===== src/rtl/intx_rt_pkg.sv =====
// Shared constants and types for the PCI shared interrupt line router.
// Assumes byte-wide steering registers and four INTx pins per device.
package intx_rt_pkg;

    // Width of one steering register
    localparam int ROUTE_W = 8;

    // Steering register contents
    typedef logic [ROUTE_W-1:0] route_t;

    // Shared line reached by pin `pin` of the device in slot `slot`
    function automatic int rotate_pin(int slot, int pin, int n_lines);
        return (pin + slot + n_lines - 1) % n_lines;
    endfunction

endpackage


===== src/rtl/intx_swizzle.sv =====
// Collapses per-slot INTx pin levels onto the shared PIRQ lines.
// Pin i of slot s drives line (i + s - 1) mod NUM_PIRQ; a line is the OR of
// all pins that rotate onto it. Purely combinational.
module intx_swizzle #(
    parameter int NUM_SLOTS = 8,
    parameter int NUM_PIRQ  = 4
) (
    input  logic [NUM_SLOTS*NUM_PIRQ-1:0] dev_intx,
    output logic [NUM_PIRQ-1:0]           pirq_lvl
);
    import intx_rt_pkg::*;

    localparam int IN_W = NUM_SLOTS * NUM_PIRQ;

    // Constant mask of the input bits that feed one shared line
    function automatic logic [IN_W-1:0] feed_mask(int target);
        logic [IN_W-1:0] m;
        m = '0;
        for (int s = 0; s < NUM_SLOTS; s++) begin
            for (int i = 0; i < NUM_PIRQ; i++) begin
                if (rotate_pin(s, i, NUM_PIRQ) == target) begin
                    m[s*NUM_PIRQ+i] = 1'b1;
                end
            end
        end
        return m;
    endfunction

    for (genvar p = 0; p < NUM_PIRQ; p++) begin : g_line
        localparam logic [IN_W-1:0] FEED = feed_mask(p);
        // OR of every device pin rotated onto this shared line
        assign pirq_lvl[p] = |(dev_intx & FEED);
    end

endmodule


===== src/rtl/intx_route_regs.sv =====
// Holds one steering byte per shared line and serves the byte-wide
// configuration port. Line p decodes at CFG_BASE + p. Writes elsewhere are
// dropped and reads elsewhere return zero. Stored bytes are returned unaltered.
module intx_route_regs #(
    parameter int          NUM_PIRQ  = 4,
    parameter int          ADDR_W    = 8,
    parameter int unsigned CFG_BASE  = 32'h60,
    parameter logic [7:0]  ROUTE_RST = 8'h80
) (
    input  logic                  clk,
    input  logic                  rst_n,
    input  logic [ADDR_W-1:0]     cfg_addr,
    input  logic                  cfg_wr_en,
    input  logic [7:0]            cfg_wr_data,
    output logic [7:0]            cfg_rd_data,
    output logic [NUM_PIRQ*8-1:0] route_flat
);
    import intx_rt_pkg::*;

    route_t route_q [NUM_PIRQ];

    for (genvar p = 0; p < NUM_PIRQ; p++) begin : g_reg
        localparam logic [ADDR_W-1:0] MY_ADDR = ADDR_W'(CFG_BASE + p);
        // Steering byte storage with reset to the disabled value
        always_ff @(posedge clk) begin
            if (!rst_n) begin
                route_q[p] <= ROUTE_RST;
            end else if (cfg_wr_en && cfg_addr == MY_ADDR) begin
                route_q[p] <= cfg_wr_data;
            end
        end
        assign route_flat[p*8 +: 8] = route_q[p];
    end

    // Read mux: selected steering byte, zero outside the window
    always_comb begin
        cfg_rd_data = '0;
        for (int p = 0; p < NUM_PIRQ; p++) begin
            if (cfg_addr == ADDR_W'(CFG_BASE + p)) begin
                cfg_rd_data = route_q[p];
            end
        end
    end

endmodule


===== src/rtl/intx_line_merge.sv =====
// Builds the pending matrix (bit line*NUM_PIRQ + pirq) from the shared line
// levels and steering bytes, ORs each group per output and registers it.
// Assumes NUM_LINES is a power of two no larger than 128.
module intx_line_merge #(
    parameter int NUM_PIRQ  = 4,
    parameter int NUM_LINES = 16
) (
    input  logic                  clk,
    input  logic                  rst_n,
    input  logic [NUM_PIRQ-1:0]   pirq_lvl,
    input  logic [NUM_PIRQ*8-1:0] route_flat,
    output logic [NUM_LINES-1:0]  irq_line
);
    localparam int SEL_W   = $clog2(NUM_LINES);
    localparam int MATRIX_W = NUM_LINES * NUM_PIRQ;

    logic [NUM_PIRQ-1:0]  route_ok;
    logic [SEL_W-1:0]     route_sel [NUM_PIRQ];
    logic [MATRIX_W-1:0]  pending;
    logic [NUM_LINES-1:0] irq_next;
    logic [NUM_LINES-1:0] irq_q;

    for (genvar p = 0; p < NUM_PIRQ; p++) begin : g_dec
        // A byte at or above NUM_LINES leaves the line unconnected
        assign route_ok[p]  = route_flat[p*8 +: 8] < 8'(NUM_LINES);
        assign route_sel[p] = route_flat[p*8 +: SEL_W];
    end

    for (genvar l = 0; l < NUM_LINES; l++) begin : g_line
        for (genvar p = 0; p < NUM_PIRQ; p++) begin : g_src
            // One matrix bit per (output line, shared line) pair
            assign pending[l*NUM_PIRQ+p] = pirq_lvl[p] & route_ok[p]
                                         & (route_sel[p] == SEL_W'(l));
        end
        // Wired-OR of every source steered here
        assign irq_next[l] = |pending[l*NUM_PIRQ +: NUM_PIRQ];
    end

    // Output register, rebuilt from scratch each clock
    always_ff @(posedge clk) begin
        if (!rst_n) begin
            irq_q <= '0;
        end else begin
            irq_q <= irq_next;
        end
    end

    assign irq_line = irq_q;

endmodule


===== src/rtl/pirq_intx_router.sv =====
// Top level of the PCI shared interrupt line router: slot rotation, steering
// registers and registered wired-OR merge. dev_intx bit s*NUM_PIRQ+i is pin i
// of slot s. Reset is synchronous and active low.
module pirq_intx_router #(
    parameter int          NUM_SLOTS = 8,
    parameter int          NUM_PIRQ  = 4,
    parameter int          NUM_LINES = 16,
    parameter int          ADDR_W    = 8,
    parameter int unsigned CFG_BASE  = 32'h60,
    parameter logic [7:0]  ROUTE_RST = 8'h80
) (
    input  logic                          clk,
    input  logic                          rst_n,
    input  logic [ADDR_W-1:0]             cfg_addr,
    input  logic                          cfg_wr_en,
    input  logic [7:0]                    cfg_wr_data,
    output logic [7:0]                    cfg_rd_data,
    input  logic [NUM_SLOTS*NUM_PIRQ-1:0] dev_intx,
    output logic [NUM_LINES-1:0]          irq_line
);
    logic [NUM_PIRQ-1:0]   pirq_lvl;
    logic [NUM_PIRQ*8-1:0] route_flat;

    intx_swizzle #(
        .NUM_SLOTS (NUM_SLOTS),
        .NUM_PIRQ  (NUM_PIRQ)
    ) u_swizzle (
        .dev_intx (dev_intx),
        .pirq_lvl (pirq_lvl)
    );

    intx_route_regs #(
        .NUM_PIRQ  (NUM_PIRQ),
        .ADDR_W    (ADDR_W),
        .CFG_BASE  (CFG_BASE),
        .ROUTE_RST (ROUTE_RST)
    ) u_regs (
        .clk         (clk),
        .rst_n       (rst_n),
        .cfg_addr    (cfg_addr),
        .cfg_wr_en   (cfg_wr_en),
        .cfg_wr_data (cfg_wr_data),
        .cfg_rd_data (cfg_rd_data),
        .route_flat  (route_flat)
    );

    intx_line_merge #(
        .NUM_PIRQ  (NUM_PIRQ),
        .NUM_LINES (NUM_LINES)
    ) u_merge (
        .clk        (clk),
        .rst_n      (rst_n),
        .pirq_lvl   (pirq_lvl),
        .route_flat (route_flat),
        .irq_line   (irq_line)
    );

endmodule


===== config.mk =====
export PLATFORM = sky130hd
export DESIGN_NAME = pirq_intx_router
export DESIGN_NICKNAME = d
export VERILOG_FILES = /design/src/rtl/intx_rt_pkg.sv /design/src/rtl/intx_swizzle.sv /design/src/rtl/intx_route_regs.sv /design/src/rtl/intx_line_merge.sv /design/src/rtl/pirq_intx_router.sv
export SDC_FILE = /design/constraint.sdc
export NUM_CORES = 1
export LEC_CHECK = 0
export ABC_AREA = 0
export BUFFER_PORTS_ARGS = -buffer_cell sky130_fd_sc_hd__buf_2
export CORE_ASPECT_RATIO = 0.75
export CORE_UTILIZATION = 50
export CTS_CLUSTER_DIAMETER = 60
export CTS_CLUSTER_SIZE = 40
export DETAILED_ROUTE_END_ITERATION = 8
export PLACE_DENSITY = 0.77
export SYNTH_ARGS = -nofsm -noshare
export SYNTH_HDL_FRONTEND = slang
export SYNTH_SLANG_ARGS = --single-unit

===== constraint.sdc =====
create_clock -name clk -period 2.25 [get_ports clk]
set_input_delay 0.1125 -clock clk [delete_from_list [all_inputs] [get_ports clk]]
set_output_delay 0.1125 -clock clk [all_outputs]
set_load 0.005 [all_outputs]

==> flow_summary.yaml, run 1 <==
power_and_ir_drop:
  internal-power_uw: 1390
  clkPwrFrac_pct: 33.9
  power_switching_uw: 447
  p_sw_share_pct: 24.3
  pwr-share-comb_pct: 11.4
  vdd_ir_drop_max_mv: 0.434
  p_seq_share_pct: 54.7
  p_per_area_nw_per_um2: 541
  p_leak_uw: 0.00126
sta:
  finalSetupViolations: 0
  fin_hold_ws_ns: 0.136
  slew_headroom_pct: 62.3
  worst_pin_slew_ns: 0.560
  setup_tns_ns: 0
  skew_ns: 0.00335
  finalCritPeriodShare_pct: 93.5
  finalMaxSlewViolations: 0
  rsz0062_at_grt: "no"
  hold_viol_final: 0
  finalCriticalPeriod_ns: 2.10
  fmax_mhz: 475
worst_setup_path:
  required_ns: 2.49
  path_max_fanout: 16
  crit_type: "reg2reg"
  cp-end-kind: "register"
  critPathLaunchType: "register"
  cp.arrival_ns: 2.35
synthesis:
  synth.distinct_cells: 30
  yosys_warnings: 0
  syn_inst: 259
  synth_area_sq_um: 2890
  synth_seq_cells: 48
  avgSynthCellArea_sq_um: 11.1
  synth_nets: 310
  synth_seq_area_share_pct: 44.4
clock_network:
  clk_pin_slew_worst_paths_ns: 0.09
  root_buffer: "clkbuf_8"
  postCtsSetupBuffers: 0
  cts_sinks: 48
  cts_tree: "done"
  cts_buffer_depth: 2
  cts_buffers: 5
  cts_hold_buf: 0
  clk_latency_ns: 0.30
  post_cts_resized: 0
  cts-htree-levels: 2
die:
  fp-row-count: 23
  die-width_microns: 89.7
  dieArea_sq_um: 6080
  die_y_microns: 67.8
  io_pins: 75
  start_util_pct: 53.0
  coreArea_sq_um: 5440
route:
  drtIter0Drc: 484
  wl_per_cell_microns: 19.8
  vias: 2630
  finalWirelength_mm: 8.04
  drt-vias-per-instance: 6.48
  drcViolationCount: 0
  dr.pass1.iters: 5
  ant_nets: 0
place:
  dp_hpwl_mm: 6.02
  place.gp.congestion: 1.00
  placed_area_sq_um: 3290
  portBuffers: 74
cells_and_area:
  final_nets: 381
  layout-drive-gt1-share_pct: 35.6
  diodes: 0
  final_common_cell: "buf_2"
  design_area_sq_um: 3400
  final_cell_mix: "buf_2 (74), nor4_1 (60), edfxtp_1 (32)"
  finalCoreUtilization_pct: 62.5
  area_growth_pct: 17.9
global_route:
  grt_overflow: 0
  grt_pass1_wl_mm: 12.3
  antenna_found_initial: 0
  grt_pass1_vias: 2313
  grtUsageTotal_pct: 27.1
  grt_max_degree: 23
outcome:
  status: "complete, no violations"
worst_hold_path:
  min_path_type: "in2reg"
run:
  cap_violations: 0
==> layer usage <==
metal	part of all wire (%)	GRT usage (%)	vias to the layer above
met4	1.5	6.97	0
met2	41	37.4	217
li1	-	-	1186
met1	43	39.2	1202
met5	0	0	-
met3	14	10.4	25
==> registers in the layout (all words and copies together) (netlist names) <==
| name | flops |
|---|---|
| u_regs.route_q | 32 |
| u_merge.irq_line | 16 |
==> worst max-delay path, stage by stage (launching register included) <==
cell and delay [ns]:
edfxtp_1 0.42, or4_1 0.81, nor4_1 0.60, o41a_1 0.22
==> kinds of logic after synthesis <==
kind of cell | synth area share (%)
and+or+nand+nor | 38.1
DFF | 44.4
AOI/OAI and AO/OA | 7.37
buffers and inverters | 3.86
muxes | 6.24
==> power by group through the flow <==
stage               logic, uW  clock network, uW  registers [uW]
floorplan                 118                  0            1010
global placement          203                  0            1020
detailed placement        203                  0            1020
CTS                       205                630            1000
global route              225                667            1010
finish                    209                624            1010
==> metrics by stage <==
step                      std cells  setup slack (ns)  power (uW)
after global routing            406            0.0940        1900
after CTS                       406             0.233        1840
after global placement          398             0.247        1220
final                           406             0.146        1840
after floorplan                 259             0.437        1120
after detailed placement        398             0.263        1230
==> final cells by class <==
| type | instances | area (sq um) |
|---|---|---|
| Clock buffer | 5 | 68.8 |
| Tap cell | 75 | 93.8 |
| Clock inverter | 3 | 42.5 |
| Fill cell | 432 | 2040 |
| Timing Repair Buffer | 81 | 423 |
| Multi-Input combinational cell | 194 | 1490 |
| Sequential cell | 48 | 1280 |
==> path summary, 6_finish.rpt <==
kind / start / end / slack [ns] / depth (start not counted)
max: u_regs.route_q[1][6] / u_merge.irq_line[0] / 0.15 / 3
min: cfg_wr_data[7] / u_regs.route_q[0][7] / 0.14 / 2
max reg2reg: u_regs.route_q[1][6] / u_merge.irq_line[0] / 0.15 / 3
min reg2reg: u_regs.route_q[2][3] / u_merge.irq_line[10] / 0.95 / 3
==> synth_stat cells <==
cell type / instances / area [sq um]
o21ai_0: 2 / 10.0
nand2_1: 11 / 41.3
nor4_2: 1 / 12.5
o41a_1: 14 / 158
edfxtp_1: 32 / 961
buf_8: 2 / 30.0
nor2_8: 2 / 40.0
dfxtp_1: 16 / 320
nand2b_1: 20 / 125
nor4_1: 60 / 375
and2_1: 28 / 175
nand3_1: 2 / 10.0
buf_6: 2 / 22.5
nor2_1: 1 / 3.75
nor2b_1: 1 / 6.26
and3_1: 8 / 50.1
buf_1: 1 / 3.75
nor3_2: 2 / 20.0
mux4_2: 8 / 180
o22ai_1: 2 / 12.5
o31ai_1: 2 / 15.0
clkbuf_1: 4 / 15.0
nor2_4: 2 / 22.5
o31a_1: 2 / 17.5
or3_1: 5 / 31.3
or2_2: 8 / 50.1
nor4b_4: 1 / 23.8
buf_2: 8 / 40.0
or4_1: 6 / 45.0
or4_4: 6 / 67.6
Note: power is estimated with default switching activity, not from simulation.
==> inputs of run 2 (changes only) <==
CORE_MARGIN = 5   (was not set)
==> run 2 against run 1 <==
Register-to-register slack barely moved; die area up 22%; power grew 0.87%; first-iteration DRC count shrank 7.9%; setup slack improved by 0.00056 ns; wire length increased by 3.3%; flip-flop and latch count unchanged; largest power group unchanged.
==> flow_summary.yaml, run 2 (synthesis gave the netlist of run 1 again) <==
die:
  die-width_microns: 97.7
  start_util_pct: 50.6
  io_pins: 75
  coreArea_sq_um: 5710
  dieArea_sq_um: 7410
  fp-row-count: 24
  die_y_microns: 75.8
sta:
  skew_ns: 0.00873
  fmax_mhz: 475
  slew_headroom_pct: 54.5
  rsz0062_at_grt: "no"
  fin_ws_ns: 0.146
  hold_viol_final: 0
  setup_tns_ns: 0
  worst_pin_slew_ns: 0.677
  finalCritPeriodShare_pct: 93.5
  finalMaxSlewViolations: 0
  finalCriticalPeriod_ns: 2.10
  fin_hold_ws_ns: 0.148
  finalSetupViolations: 0
worst_setup_path:
  cp_cell_sequence: "or4_1, or3_1, o22ai_1, o31a_1"
  reg2reg_to: "u_merge.irq_line[14]"
  slowest_stage: "or4_1"
  required_ns: 2.51
  cp-end-kind: "register"
  slowest_delay_ns: 0.84
  crit_type: "reg2reg"
  reg2reg_depth: 4
  r2r_start: "u_regs.route_q[3][6]"
  r2r_setup_slack_ns: 0.15
  path_max_fanout: 16
  cp.arrival_ns: 2.36
  critPathLaunchType: "register"
place:
  portBuffers: 74
  dp_hpwl_mm: 6.18
  dp_slack_ns: 0.230
  place.gp.congestion: 0.914
  placedCellCount: 399
cells_and_area:
  diodes: 0
  final_cell_mix: "buf_2 (74), nor4_1 (60), edfxtp_1 (32)"
  final_nets: 379
  largest_register: "u_regs.route_q"
  final_common_cell: "buf_2"
  final_cells: 407
  area_growth_pct: 17.5
  layout-drive-gt1-share_pct: 35.3
  nFillCells: 495
  largest_reg_flops: 32
global_route:
  grt_pass1_wl_mm: 12.7
  antenna_found_initial: 0
  grt_max_degree: 23
  grt_overflow: 0
  grtUsageTotal_pct: 22.2
  grt_pass1_vias: 2346
clock_network:
  cts_tree: "done"
  postCtsSetupBuffers: 0
  cts_hold_buf: 0
  clk_latency_ns: 0.31
  cts_sinks: 48
  post_cts_resized: 0
  cts-htree-levels: 2
  cts_buffer_depth: 2
  cts_buffers: 5
  clk_pin_slew_worst_paths_ns: 0.10
  root_buffer: "clkbuf_8"
outcome:
  status: "complete, no violations"
worst_hold_path:
  hold-path-endpoint: "u_regs.route_q[3][5]"
  hold_depth: 2
  worstHoldStart: "cfg_wr_data[5]"
  min_path_type: "in2reg"
route:
  wl_per_cell_microns: 20.4
  drt-vias-per-instance: 6.57
  vias: 2674
  drtIter0Drc: 446
  finalWirelength_mm: 8.30
  ant_nets: 0
  drcViolationCount: 0
  dr.pass1.iters: 5
power_and_ir_drop:
  p_per_area_nw_per_um2: 547
  p_leak_uw: 0.00125
  vdd_ir_drop_max_mv: 0.329
  power_uw: 1860
run:
  cap_violations: 0
run 2: changes by cell type in the layout (fill, tap and decap cells not counted):
cell,previous run,this run
buf_4,7,5
run 2: cell type report:
type	count	area (sq um)	area share, %
clock buffer	5	68.8	2.03
sequential	48	1280	37.8
timing repair buffer	79	408	12.0
tap	78	97.6	2.88
multi-input combinational	194	1490	44.0
clock inverter	3	42.5	1.25
run 2: report_power, final:
| group | internal, uW | switching (uW) | leakage, uW |
|---|---|---|---|
| Combinational | 92.3 | 122 | 0.000759 |
| Clock | 330 | 308 | 0.0000558 |
| Sequential | 970 | 33.8 | 0.000435 |
run 2: worst max-delay path: cells and delay by family (launching register included):
family / cells / cell delay (ns)
simple gates: 2 / 1.32
flops: 1 / 0.43
compound gates: 2 / 0.32
run 2: worst max-delay path by stage:
stage,end,startpoint,depth (start not counted),slack [ns]
6_report,u_merge.irq_line[14],u_regs.route_q[3][6],4,0.15
3_5_place_dp,u_merge.irq_line[14],u_regs.route_q[3][6],4,0.23
4_1_cts,u_merge.irq_line[14],u_regs.route_q[3][6],4,0.20
5_1_grt,u_merge.irq_line[14],u_regs.route_q[3][6],4,0.10
3_3_place_gp,u_merge.irq_line[8],u_regs.route_q[3][6],4,0.23
2_1_floorplan,u_regs.route_q[1][0],cfg_addr[3],3,0.44
run 2: metal layers:
| metal | vias up | track usage [%] | share of wire [%] |
|---|---|---|---|
| met3 | 20 | 9.97 | 15 |
| met2 | 214 | 31.1 | 42 |
| met1 | 1247 | 32.0 | 41 |
| met4 | 0 | 3.99 | 1.5 |
| li1 | 1193 | - | - |
| met5 | - | 0 | 0 |
run 2: stage by stage:
stage	utilization [%]	area, sq um
3_5_place_dp	57.5	3280
3_3_place_gp	57.5	3280
5_1_grt	59.4	3390
6_report	59.4	3390
4_1_cts	59.4	3390
2_1_floorplan	-	2890
==> inputs of run 3 (changes only) <==
clock period = 2.2 ns   (was 2.25 ns; I/O delays follow)
==> run 3 against run 2 <==
Global-route usage is 0.10 points lower; combinational power is 3% higher; critical endpoint is now u_merge.irq_line[8]; power grew 2.4%; largest power group unchanged.
==> flow_summary.yaml, run 3 (synthesis gave the netlist of run 1 again) <==
outcome:
  status: "complete, no violations"
route:
  dr.pass1.iters: 6
  vias: 2620
  ant_nets: 0
  drcViolationCount: 0
  drtIter0Drc: 507
  drt-vias-per-instance: 6.42
  wl_per_cell_microns: 20.0
  finalWirelength_mm: 8.16
sta:
  skew_ns: 0.00639
  rsz0062_at_grt: "no"
  setup_tns_ns: 0
  slew_headroom_pct: 56.5
  worst_pin_slew_ns: 0.648
  finalCritPeriodShare_pct: 96.7
  hold_viol_final: 0
  finalMaxSlewViolations: 0
  finalCriticalPeriod_ns: 2.13
  finalSetupViolations: 0
  fmax_mhz: 470
global_route:
  antenna_found_initial: 0
  grt_max_degree: 23
  grt_pass1_vias: 2300
  grtUsageTotal_pct: 22.1
  grt_pass1_wl_mm: 12.4
  grt_overflow: 0
clock_network:
  cts_hold_buf: 0
  post_cts_resized: 0
  clk_latency_ns: 0.31
  postCtsSetupBuffers: 0
  cts_buffer_depth: 2
  root_buffer: "clkbuf_8"
  clk_pin_slew_worst_paths_ns: 0.09
  cts_sinks: 48
  cts-htree-levels: 2
  cts_tree: "done"
  cts_buffers: 5
cells_and_area:
  finalCoreUtilization_pct: 59.6
  largest_reg_flops: 32
  final_common_cell: "buf_2"
  final_nets: 380
  diodes: 0
  nFillCells: 487
  area_growth_pct: 17.8
  layout-drive-gt1-share_pct: 35.5
  largest_register: "u_regs.route_q"
  multiInputGateArea_sq_um: 1490
  final_cell_mix: "buf_2 (74), nor4_1 (60), edfxtp_1 (32)"
  seq_area_sq_um: 1280
power_and_ir_drop:
  internal-power_uw: 1420
  p_seq_share_pct: 54.0
  power_switching_uw: 476
  pwr-share-comb_pct: 11.6
  vdd_ir_drop_max_mv: 0.393
  p_per_area_nw_per_um2: 559
  p_sw_share_pct: 25.0
  clkPwrFrac_pct: 34.4
  p_leak_uw: 0.00126
place:
  portBuffers: 74
  place.gp.congestion: 0.892
  dp_hpwl_mm: 6.08
worst_hold_path:
  min_path_type: "in2reg"
worst_setup_path:
  cp.arrival_ns: 2.39
  critPathLaunchType: "register"
  required_ns: 2.46
  crit_type: "reg2reg"
  cp-end-kind: "register"
  path_max_fanout: 16
die:
  start_util_pct: 50.6
  dieArea_sq_um: 7410
  coreArea_sq_um: 5710
  die-width_microns: 97.7
  io_pins: 75
  fp-row-count: 24
  die_y_microns: 75.8
run:
  cap_violations: 0
[run 3: cell count changes in the layout (fill, tap and decap cells not counted)]
cell   before  now
buf_4       5    6
[run 3: layer usage]
layer  vias up  track usage [%]  part of all wire (%)
li1       1193                -                     -
met4         0             5.68                   2.0
met5         -                0                     0
met2       200             30.8                    42
met3        26             9.06                    15
met1      1201             31.9                    41
[run 3: final timing paths]
| kind | end | cells after the start | startpoint | slack, ns |
|---|---|---|---|---|
| max | u_merge.irq_line[8] | 3 | u_regs.route_q[2][6] | 0.07 |
| min | u_regs.route_q[1][5] | 2 | cfg_wr_data[5] | 0.13 |
| max reg2reg | u_merge.irq_line[8] | 3 | u_regs.route_q[2][6] | 0.07 |
| min reg2reg | u_merge.irq_line[15] | 3 | u_regs.route_q[1][0] | 0.95 |
[run 3: layout make-up]
| cell class | instances | share of cell area (%) |
|---|---|---|
| Clock inverter | 3 | 1.25 |
| Sequential cell | 48 | 37.7 |
| Timing Repair Buffer | 80 | 12.2 |
| Clock buffer | 5 | 2.03 |
| Multi-Input combinational cell | 194 | 43.9 |
| Tap cell | 78 | 2.87 |
[run 3: power by group through the flow]
stage | registers [uW] | logic (uW) | clock network [uW]
final | 1030 | 220 | 654
after global routing | 1030 | 233 | 686
after CTS | 1020 | 214 | 656
after detailed placement | 1040 | 213 | 0
after global placement | 1040 | 213 | 0
after floorplan | 1030 | 121 | 0
[run 3: worst max-delay path, cell delays in order (launching register included)]
cell and delay, ns:
edfxtp_1 0.39, or4_1 0.82, nor4_1 0.66, o31a_1 0.21
[run 3: per-stage QoR]
step | setup WS, ns | std cells | power, uW | hold slack [ns] | instance area [sq um]
3_3_place_gp | 0.188 | 400 | 1260 | 0.442 | 3290
2_1_floorplan | 0.389 | 259 | 1150 | 0.288 | 2890
5_1_grt | 0.0541 | 408 | 1950 | 0.125 | 3400
4_1_cts | 0.175 | 408 | 1890 | 0.120 | 3400
3_5_place_dp | 0.203 | 400 | 1260 | 0.439 | 3290
6_report | 0.0720 | 408 | 1900 | 0.129 | 3400
